File: config.mk
export PLATFORM = sky130hd
export DESIGN_NAME = cart_bank_seq
export DESIGN_NICKNAME = d
export VERILOG_FILES = /design/src/rtl/cart_bank_seq.sv
export SDC_FILE = /design/constraint.sdc
export NUM_CORES = 1
export LEC_CHECK = 0
export BUFFER_PORTS_ARGS = -buffer_cell sky130_fd_sc_hd__buf_2
export CELL_PAD_IN_SITES_DETAIL_PLACEMENT = 1
export CELL_PAD_IN_SITES_GLOBAL_PLACEMENT = 1
export CORE_MARGIN = 8
export CORE_UTILIZATION = 30
export CTS_CLUSTER_DIAMETER = 60
export DETAILED_ROUTE_END_ITERATION = 16
export GPL_TIMING_DRIVEN = 0
export PLACE_DENSITY_LB_ADDON = 0.15
export SYNTH_ARGS = -nofsm -noshare
export SYNTH_HDL_FRONTEND = slang
export SYNTH_SLANG_ARGS = --single-unit
export TNS_END_PERCENT = 30
File: constraint.sdc
create_clock -name clk -period 2.4 [get_ports clk]
set_input_delay 0.24 -clock clk [delete_from_list [all_inputs] [get_ports clk]]
set_output_delay 0.24 -clock clk [all_outputs]
set_load 0.005 [all_outputs]
File: src/rtl/cart_bank_seq.sv
module cart_bank_seq #(
  parameter int ADDR_W = 22,
  parameter int DATA_W = 8,
  parameter int SIZE_W = 23,
  parameter logic [ADDR_W-1:0] SEL0_ADDR = 22'h3FFC,
  parameter logic [ADDR_W-1:0] SEL1_ADDR = 22'h3FFD,
  parameter logic [ADDR_W-1:0] PAD0_ADDR = 22'h3FFB,
  parameter logic [ADDR_W-1:0] PAD1_ADDR = 22'h3FFF,
  parameter logic [ADDR_W-1:0] BANK_REG_ADDR = 22'h00FFFF,
  parameter logic [ADDR_W-1:0] UPPER_BASE = 22'h200000,
  parameter logic [DATA_W-1:0] SMALL_B0 = 8'h28,
  parameter logic [DATA_W-1:0] SMALL_B1 = 8'h2E,
  parameter logic [DATA_W-1:0] LARGE_B0 = 8'h20,
  parameter logic [DATA_W-1:0] LARGE_B1 = 8'h31,
  parameter logic [SIZE_W-1:0] SMALL_SIZE = 23'h200000,
  parameter logic [SIZE_W-1:0] LARGE_SIZE = 23'h400000
) (
  input  logic              clk,
  input  logic              rst_n,
  input  logic              start_detect,
  input  logic              start_dump,
  input  logic [SIZE_W-1:0] single_size,
  output logic              req_valid,
  output logic              req_write,
  output logic              req_internal,
  output logic [ADDR_W-1:0] req_addr,
  output logic [DATA_W-1:0] req_wdata,
  input  logic              req_done,
  input  logic [DATA_W-1:0] rsp_data,
  output logic              phase_valid,
  output logic [ADDR_W-1:0] phase_base,
  output logic [SIZE_W-1:0] phase_len,
  input  logic              phase_ack,
  output logic              multipack,
  output logic [DATA_W-1:0] bank0,
  output logic [DATA_W-1:0] bank1,
  output logic [SIZE_W-1:0] size,
  output logic              size_warn,
  output logic              busy
);

  typedef enum logic [1:0] {S_IDLE, S_READ, S_BANK, S_PHASE} state_t;

  localparam logic [2:0] STEP_UPPER = 3'd3;
  localparam logic [2:0] STEP_LAST  = 3'd4;
  localparam logic [2:0] STEP_SEL1  = 3'd2;

  state_t      st;
  logic [1:0]  rd_idx;
  logic [2:0]  step;
  logic        rsp_zero;
  logic [ADDR_W-1:0] hdr_addr;

  assign rsp_zero = (rsp_data == '0);

  always_comb begin
    case (rd_idx)
      2'd0:    hdr_addr = SEL0_ADDR;
      2'd1:    hdr_addr = SEL1_ADDR;
      2'd2:    hdr_addr = PAD0_ADDR;
      default: hdr_addr = PAD1_ADDR;
    endcase
  end

  assign busy         = (st != S_IDLE);
  assign req_valid    = (st == S_READ) || (st == S_BANK);
  assign req_write    = (st == S_BANK);
  assign req_internal = (st == S_BANK);
  assign req_addr     = (st == S_BANK) ? BANK_REG_ADDR : hdr_addr;
  assign req_wdata    = (st != S_BANK) ? '0 : ((step == STEP_SEL1) ? bank1 : bank0);
  assign phase_valid  = (st == S_PHASE);
  assign phase_base   = (multipack && step == STEP_UPPER) ? UPPER_BASE : '0;
  assign phase_len    = multipack ? (size >> 1) : size;

  always_ff @(posedge clk) begin
    if (!rst_n) begin
      st        <= S_IDLE;
      rd_idx    <= '0;
      step      <= '0;
      multipack <= 1'b0;
      bank0     <= '0;
      bank1     <= '0;
      size      <= '0;
      size_warn <= 1'b0;
    end else begin
      case (st)
        S_IDLE: begin
          if (start_detect) begin
            st        <= S_READ;
            rd_idx    <= '0;
            multipack <= 1'b0;
            bank0     <= '0;
            bank1     <= '0;
            size_warn <= 1'b0;
          end else if (start_dump) begin
            step <= '0;
            st   <= multipack ? S_BANK : S_PHASE;
          end
        end
        S_READ: begin
          if (req_done) begin
            case (rd_idx)
              2'd0: begin
                if (rsp_zero) begin
                  size <= single_size;
                  st   <= S_IDLE;
                end else begin
                  bank0  <= rsp_data;
                  rd_idx <= 2'd1;
                end
              end
              2'd1: begin
                if (rsp_zero) begin
                  size <= single_size;
                  st   <= S_IDLE;
                end else begin
                  bank1  <= rsp_data;
                  rd_idx <= 2'd2;
                end
              end
              2'd2: begin
                if (!rsp_zero) begin
                  size <= single_size;
                  st   <= S_IDLE;
                end else begin
                  rd_idx <= 2'd3;
                end
              end
              default: begin
                st <= S_IDLE;
                if (!rsp_zero) begin
                  size <= single_size;
                end else begin
                  multipack <= 1'b1;
                  if (bank0 == SMALL_B0 && bank1 == SMALL_B1) begin
                    size <= SMALL_SIZE;
                  end else if (bank0 == LARGE_B0 && bank1 == LARGE_B1) begin
                    size <= LARGE_SIZE;
                  end else begin
                    size      <= LARGE_SIZE;
                    size_warn <= 1'b1;
                  end
                end
              end
            endcase
          end
        end
        S_BANK: begin
          if (req_done) begin
            if (step == STEP_LAST) begin
              st <= S_IDLE;
            end else begin
              st   <= S_PHASE;
              step <= step + 3'd1;
            end
          end
        end
        default: begin
          if (phase_ack) begin
            if (!multipack) begin
              st <= S_IDLE;
            end else begin
              st   <= S_BANK;
              step <= step + 3'd1;
            end
          end
        end
      endcase
    end
  end

  a_r8_req_hold: assert property (@(posedge clk) disable iff (!rst_n)
    req_valid && !req_done |=> req_valid && $stable(req_addr) && $stable(req_write) && $stable(req_wdata));

  a_r7_phase_hold: assert property (@(posedge clk) disable iff (!rst_n)
    phase_valid && !phase_ack |=> phase_valid && $stable(phase_base) && $stable(phase_len));

  a_r5_write_target: assert property (@(posedge clk) disable iff (!rst_n)
    req_valid && req_write |-> req_addr == BANK_REG_ADDR && req_internal);

  a_r4_warn_large: assert property (@(posedge clk) disable iff (!rst_n)
    size_warn |-> multipack && size == LARGE_SIZE);

  a_r3_banks_nonzero: assert property (@(posedge clk) disable iff (!rst_n)
    multipack |-> bank0 != '0 && bank1 != '0);

  a_r6_single_window: assert property (@(posedge clk) disable iff (!rst_n)
    phase_valid && !multipack |-> phase_base == '0 && phase_len == size);

  a_r5_upper_multi: assert property (@(posedge clk) disable iff (!rst_n)
    phase_valid && phase_base != '0 |-> multipack && phase_base == UPPER_BASE);

endmodule

==> results of run 1 <==
-- logic make-up (layout without fill, tap and decap cells) --
logic type / after synthesis / count (layout) / share of synthesized area, %
and+or+nand+nor: 104 / 104 / 20.5
other: 2 / 38 / 0.218
muxes: 48 / 48 / 14.8
buffers and inverters: 76 / 201 / 13.9
AOI/OAI and AO/OA: 76 / 76 / 17.5
DFF: 48 / 48 / 27.9
adders and majority gates: 14 / 14 / 5.09
-- cells in the final DEF, fill, tap and decap left out, drive strengths merged, types with 2 or more instances in the layout --
cell type	n
conb	38
a31oi	3
dfxtp	48
a211o	4
or4	6
nor4b	3
mux2i	25
a311oi	2
o21ai	5
nor3	3
o211ai	22
ha	14
a21oi	28
clkbuf	21
inv	11
nand4	3
nor2	5
buf	168
o221ai	2
nand3	33
a211oi	2
mux2	23
nand2b	6
or3	2
nand2	26
nor4	3
nor2b	9
-- final cells by class --
type / count / area, um2
sequential: 48 / 961
fill: 1392 / 6830
inverter: 11 / 41.3
multi-input combinational: 280 / 2150
clock inverter: 1 / 5.00
clock buffer: 6 / 129
timing repair buffer: 119 / 596
buffer: 64 / 435
tap: 143 / 179
-- worst max-delay path: stages (launching register included) --
cell and delay, ns:
dfxtp_1 0.33, clkbuf_1 0.45, clkbuf_1 0.51, mux2_2 0.40, buf_2 0.13
-- stage by stage --
step,cell area (um2),hold WS [ns],cells
2_1_floorplan,3580,0.405,404
3_3_place_gp,4350,0.475,666
3_5_place_dp,4350,0.478,666
4_1_cts,4500,0.231,673
5_1_grt,4490,0.245,672
6_report,4490,0.234,672
-- Yosys cell counts (4+ instances only) --
library cell / n / area, um2
o21ai_0: 5 / 25.0
a21oi_1: 6 / 30.0
nand3_1: 13 / 65.1
a21oi_2: 22 / 193
mux2i_1: 25 / 250
nand2_1: 26 / 97.6
ha_1: 14 / 175
inv_1: 11 / 41.3
mux2_2: 23 / 259
nor2b_1: 9 / 56.3
buf_4: 43 / 323
a211o_1: 4 / 35.0
nand2b_1: 6 / 37.5
nand3_2: 20 / 200
nor2_1: 5 / 18.8
o211ai_1: 22 / 165
clkbuf_1: 16 / 60.1
dfxtp_1: 48 / 961
buf_6: 4 / 45.0
-- power groups by stage --
| stage | clock [mW] | combinational, mW | sequential, mW |
|---|---|---|---|
| 5_1_grt | 0.732 | 1.29 | 0.961 |
| 3_3_place_gp | 0 | 1.16 | 0.962 |
| 3_5_place_dp | 0 | 1.18 | 0.967 |
| 4_1_cts | 0.695 | 1.19 | 0.951 |
| 2_1_floorplan | 0 | 0.804 | 0.952 |
| 6_report | 0.685 | 1.17 | 0.949 |
-- timing repair --
| action | in CTS | in global routing |
|---|---|---|
| buffers inserted | 0 | 0 |
| gates resized for setup | 1 | 2 |
| hold endpoints to repair | 0 | 0 |
| setup endpoints to repair | 20 | 52 |
-- how the worst min path moves through the flow --
| stage | start | end | slack (ns) |
|---|---|---|---|
| after floorplan | single_size[21] | size[21]$_SDFFE_PN0P_ | 0.40 |
| after global routing | single_size[21] | size[21]$_SDFFE_PN0P_ | 0.25 |
| after detailed placement | size[15]$_SDFFE_PN0P_ | size[15]$_SDFFE_PN0P_ | 0.48 |
| after global placement | size[14]$_SDFFE_PN0P_ | size[14]$_SDFFE_PN0P_ | 0.47 |
| after CTS | single_size[0] | size[0]$_SDFFE_PN0P_ | 0.23 |
| final | single_size[0] | size[0]$_SDFFE_PN0P_ | 0.23 |
-- per-layer routing --
layer	wire length, um	track usage (%)	up-vias	share of wire, %
met5	0	0	-	0
met4	97	2.93	0	0.85
met3	798	3.84	10	7.0
met2	5490	25.2	99	48
met1	5080	17.3	1547	44
li1	-	-	1575	-
-- flip-flops by register name, indices dropped and copies added (netlist names) --
signal / count
bank0: 8
bank1: 8
multipack: 1
rd_idx: 2
size: 23
size_warn: 1
st: 2
step: 3
==> metrics.cfg, run 1 <==
[floorplanning]
initial_core_util_pct = 30.4
rows = 39
die_x_um = 123
dieArea_mm2 = 0.0152
pin_count = 158
core_mm2 = 0.0113
die_height_um = 123

[synthesis]
ys.flop_type = dfxtp_1
yosys_warnings = 0
syn_area_per_cell_um2 = 9.35
ys_async_sr_fraction_pct = 0
synth.distinct_cells = 45
synth_edf_count = 0
ys_seq_area_share_pct = 27.9
synthCells = 368
yosys_register_bits = 48
syn-cell-area_mm2 = 0.00344

[sta]
maxSlewViolCount = 0
worstMarginPinSlew_ns = 0.731
timing_hold_violations_final = 0
maxSlewHeadroom_pct = 51.2
fmax_mhz = 427
skew_ns = 0.00846
fin_setup_tns_ns = 0
setup_slack_ns = 0.0571
period_needed_ns = 2.34
fin_crit_sh_pct = 97.6
rsz0062_at_grt = true
setup-violations-final = 0

[critical_path]
rr_worst_depth = 7
cp.arrival_ns = 2.10
crit_path_end_kind = output pin
required_ns = 2.16
crit_end = phase_len[21]
regToRegSetupSlack_ns = 0.11
cp_max_fo = 10
r2r-end = bank0[3]$_SDFFE_PN0P_
critPathLaunch = multipack$_SDFFE_PN0P_
r2r-start = st[1]$_SDFFE_PN0P_
path_class = reg2out
start_kind = flip-flop

[power]
clockPowerShare_pct = 24.5
comb_power_share_pct = 41.7
powerDensity_mw_per_mm2 = 623
switchingPower_mw = 1.04
seq_power_share_pct = 33.9
swShare_pct = 37.0
irDropWorstVdd_v = 0.000326
finalPower_mw = 2.80
leakage_nw = 2.11
intPower_mw = 1.76

[clock_tree]
cts_tree = yes
clkLatencyLatePin_ns = 0.29
cts.sinks = 48
cts_root_buf = clkbuf_16
hold_buffers = 0
cts_buffers = 5
h-tree-depth = 2
clk_pin_slew_ns = 0.07
clockBufferDepth = 2

[global_routing]
grt_pass1_vias = 3487
grt_pass1_wl_um = 17700
grt_use_total_pct = 14.4
grt_overflow = 0
grt_max_degree = 14
antenna_found_initial = 0

[placed_design]
gp_congestion = 0.790
post-dp-hpwl_um = 9170
pre_cts_slack_ns = -0.0327
io_buffer_count = 119

[drt]
drcViolationCount = 0
routed_via_density = 4.81
ant_nets = 0
detail_route.wl_per_cell_um = 17.1
routed_wl_um = 11500
dr.pass1.iters = 4
num_vias = 3231
drt_iter0_drc = 100

[min_path]
min_path_cells = 3
hp-class = in2reg

[final_layout]
layout-drive-gt1-share_pct = 47.1
antenna_cells = 0
layout.nets = 580
syn2layout_area_growth_pct = 30.6
utilization_pct = 39.7

[run]
cap_violations = 0

[run_status]
outcome = finished clean

Power figures use the tool's default switching activity.
==> inputs of run 2 (changes only) <==
--- a/config.mk
+++ b/config.mk
@@ -5,11 +5,12 @@
 export SDC_FILE = /design/constraint.sdc
 export NUM_CORES = 1
 export LEC_CHECK = 0
+export ABC_AREA = 1
 export BUFFER_PORTS_ARGS = -buffer_cell sky130_fd_sc_hd__buf_2
-export CELL_PAD_IN_SITES_DETAIL_PLACEMENT = 1
-export CELL_PAD_IN_SITES_GLOBAL_PLACEMENT = 1
+export CELL_PAD_IN_SITES_DETAIL_PLACEMENT = 2
+export CELL_PAD_IN_SITES_GLOBAL_PLACEMENT = 2
 export CORE_MARGIN = 8
-export CORE_UTILIZATION = 30
+export CORE_UTILIZATION = 23
 export CTS_CLUSTER_DIAMETER = 60
 export DETAILED_ROUTE_END_ITERATION = 16
 export GPL_TIMING_DRIVEN = 0
==> run 2 against run 1 <==
Against the previous run: sequential share of layout area grew 0.69 points; utilization down 8.2 points; hold slack lost 0.016 ns; non-clock buffer count unchanged; combinational power grew 120%; total power grew 60%; sequential cell count stayed put; clock power rose by 6.6%; clock-buffer cell count increased by 1; routed wire length is 16% higher; sequential power up 29%; critical endpoint is now phase_len[10].
==> metrics.cfg, run 2 <==
[clock_tree]
clk_pin_slew_ns = 0.07
clkLatencyLatePin_ns = 0.29
hold_buffers = 0
h-tree-depth = 2
cts_root_buf = clkbuf_16
clockBufferDepth = 2
cts_resized = 0
cts_tree = yes
cts_buffers = 5
cts.sinks = 48
post_cts_buffers = 0

[floorplanning]
dieArea_mm2 = 0.0182
core_mm2 = 0.0138
die_x_um = 135
die_height_um = 135
pin_count = 158
rows = 43
initial_core_util_pct = 23.5

[sta]
fin_setup_tns_ns = 0
worstMarginPinSlew_ns = 0.647
fin_crit_sh_pct = 87.4
setup-violations-final = 0
fmax_mhz = 477
whs_ns = 0.218
maxSlewHeadroom_pct = 56.9
maxSlewViolCount = 0
rsz0062_at_grt = false
skew_ns = 0.00697
period_needed_ns = 2.10
timing_hold_violations_final = 0

[power]
clockPowerShare_pct = 16.3
powerDensity_mw_per_mm2 = 1030
intPower_mw = 2.38
switchingPower_mw = 2.09
comb_power_share_pct = 56.3
leakage_nw = 2.30
seq_power_share_pct = 27.3
irDropWorstVdd_v = 0.000368
swShare_pct = 46.8

[critical_path]
cp.arrival_ns = 1.86
path_class = reg2out
required_ns = 2.16
start_kind = flip-flop
cp_max_fo = 10
crit_path_end_kind = output pin

[final_layout]
layout.nets = 695
layout_commonest_cell = nand2_1
layout-drive-gt1-share_pct = 31.5
layout_common_cells = 136 x nand2_1, 124 x buf_2, 54 x a21oi_1
antenna_cells = 0
syn2layout_area_growth_pct = 34.0
largest_registers = size x23, bank0 x8, bank1 x8
final-instance-count-excl-fill = 825
top_register = size
largest_reg_flops = 23

[synthesis]
syn-cell-area_mm2 = 0.00325
synth.distinct_cells = 31
synth_edf_count = 0
ys.flop_type = dfxtp_1
synth_area_leaders = dfxtp_1 30%, nand2_1 16%, buf_4 10%
syn_area_per_cell_um2 = 6.73
yosys-top-cells-count = 136 x nand2_1, 54 x a21oi_1, 48 x dfxtp_1
yosys_warnings = 0
ys_seq_area_share_pct = 29.6
yosysMostFrequentCell = nand2_1
yosys_register_bits = 48
synthCells = 483
synth_top_area_share_pct = 29.6
ys_async_sr_fraction_pct = 0
yosysTopAreaCell = dfxtp_1

[global_routing]
globalRouteMet2Util_pct = 25.1
grt_pass1_vias = 3881
gr-usage-met3_pct = 3.31
grt_use_total_pct = 14.2
grt_pass1_wl_um = 20800
grtUsageMet1_pct = 17.2
grt_max_degree = 15
grt-busiest-layer = met2
grt_overflow = 0
antenna_found_initial = 0

[placed_design]
io_buffer_count = 118
post-dp-hpwl_um = 10900
dp.cells = 817
gp_congestion = 0.797

[run]
cap_violations = 0

[drt]
ant_nets = 0
detail_route.wl_per_cell_um = 16.1
drcViolationCount = 0
num_vias = 3585
dr.pass1.iters = 4
routed_via_density = 4.35
routed_wl_um = 13200
drt_iter0_drc = 144

[run_status]
outcome = finished clean

[min_path]
hp-class = in2reg

-- run 2: final timing paths --
kind / start / endpoint / slack, ns / cells past startpoint
hold / removal: single_size[7] / size[7]$_SDFFE_PN0P_ / 0.22 / 3
hold reg to reg: size_warn$_SDFFE_PN0P_ / size_warn$_SDFFE_PN0P_ / 0.48 / 2
setup reg to reg: st[1]$_SDFFE_PN0P_ / bank0[1]$_SDFFE_PN0P_ / 0.48 / 10
setup / recovery: multipack$_SDFFE_PN0P_ / phase_len[10] / 0.30 / 6
-- run 2: power groups by stage --
stage	clock network, mW	logic [mW]	registers, mW
3_5_place_dp	0	2.58	1.24
6_report	0.730	2.52	1.22
2_1_floorplan	0	1.64	1.21
3_3_place_gp	0	2.50	1.23
4_1_cts	0.757	2.59	1.23
5_1_grt	0.786	2.87	1.26
-- run 2: stage by stage --
stage | setup WS (ns) | power (mW) | util (%) | instance area [um2]
CTS | 0.0200 | 4.58 | 31.5 | 4350
finish | 0.302 | 4.47 | 31.5 | 4350
global route | 0.114 | 4.91 | 31.5 | 4350
global placement | 0.423 | 3.72 | 30.4 | 4200
detailed placement | 0.361 | 3.82 | 30.4 | 4200
floorplan | 0.749 | 2.85 | - | 3380
-- run 2: final cells by class --
class / instances / area [um2]
Clock inverter: 1 / 7.51
Timing Repair Buffer: 118 / 591
Tap cell: 180 / 225
Clock buffer: 7 / 143
Buffer: 65 / 445
Sequential cell: 48 / 961
Inverter: 49 / 186
Fill cell: 1706 / 9470
Multi-Input combinational cell: 357 / 1790
-- run 2: critical path: stages, from the launching register on --
cell      delay [ns]
dfxtp_1         0.31
clkbuf_1        0.19
inv_1           0.26
clkbuf_1        0.47
nand2_1         0.13
nand2_1         0.09
buf_2           0.11
-- run 2: cells by family after synthesis --
family	count (synthesis)	share of synthesized area (%)
simple gates	212	29.9
buf+inv	114	19.4
compound gates	93	15.6
flops	48	29.6
fa+ha+maj	14	5.39
other cells	2	0.231
-- run 2: metal layers --
layer,up-vias,part of all wire (%),routed length (um)
met5,-,0,0
met4,0,0.61,81
met3,7,5.7,760
met2,94,49,6440
met1,1696,45,5960
li1,1788,-,-
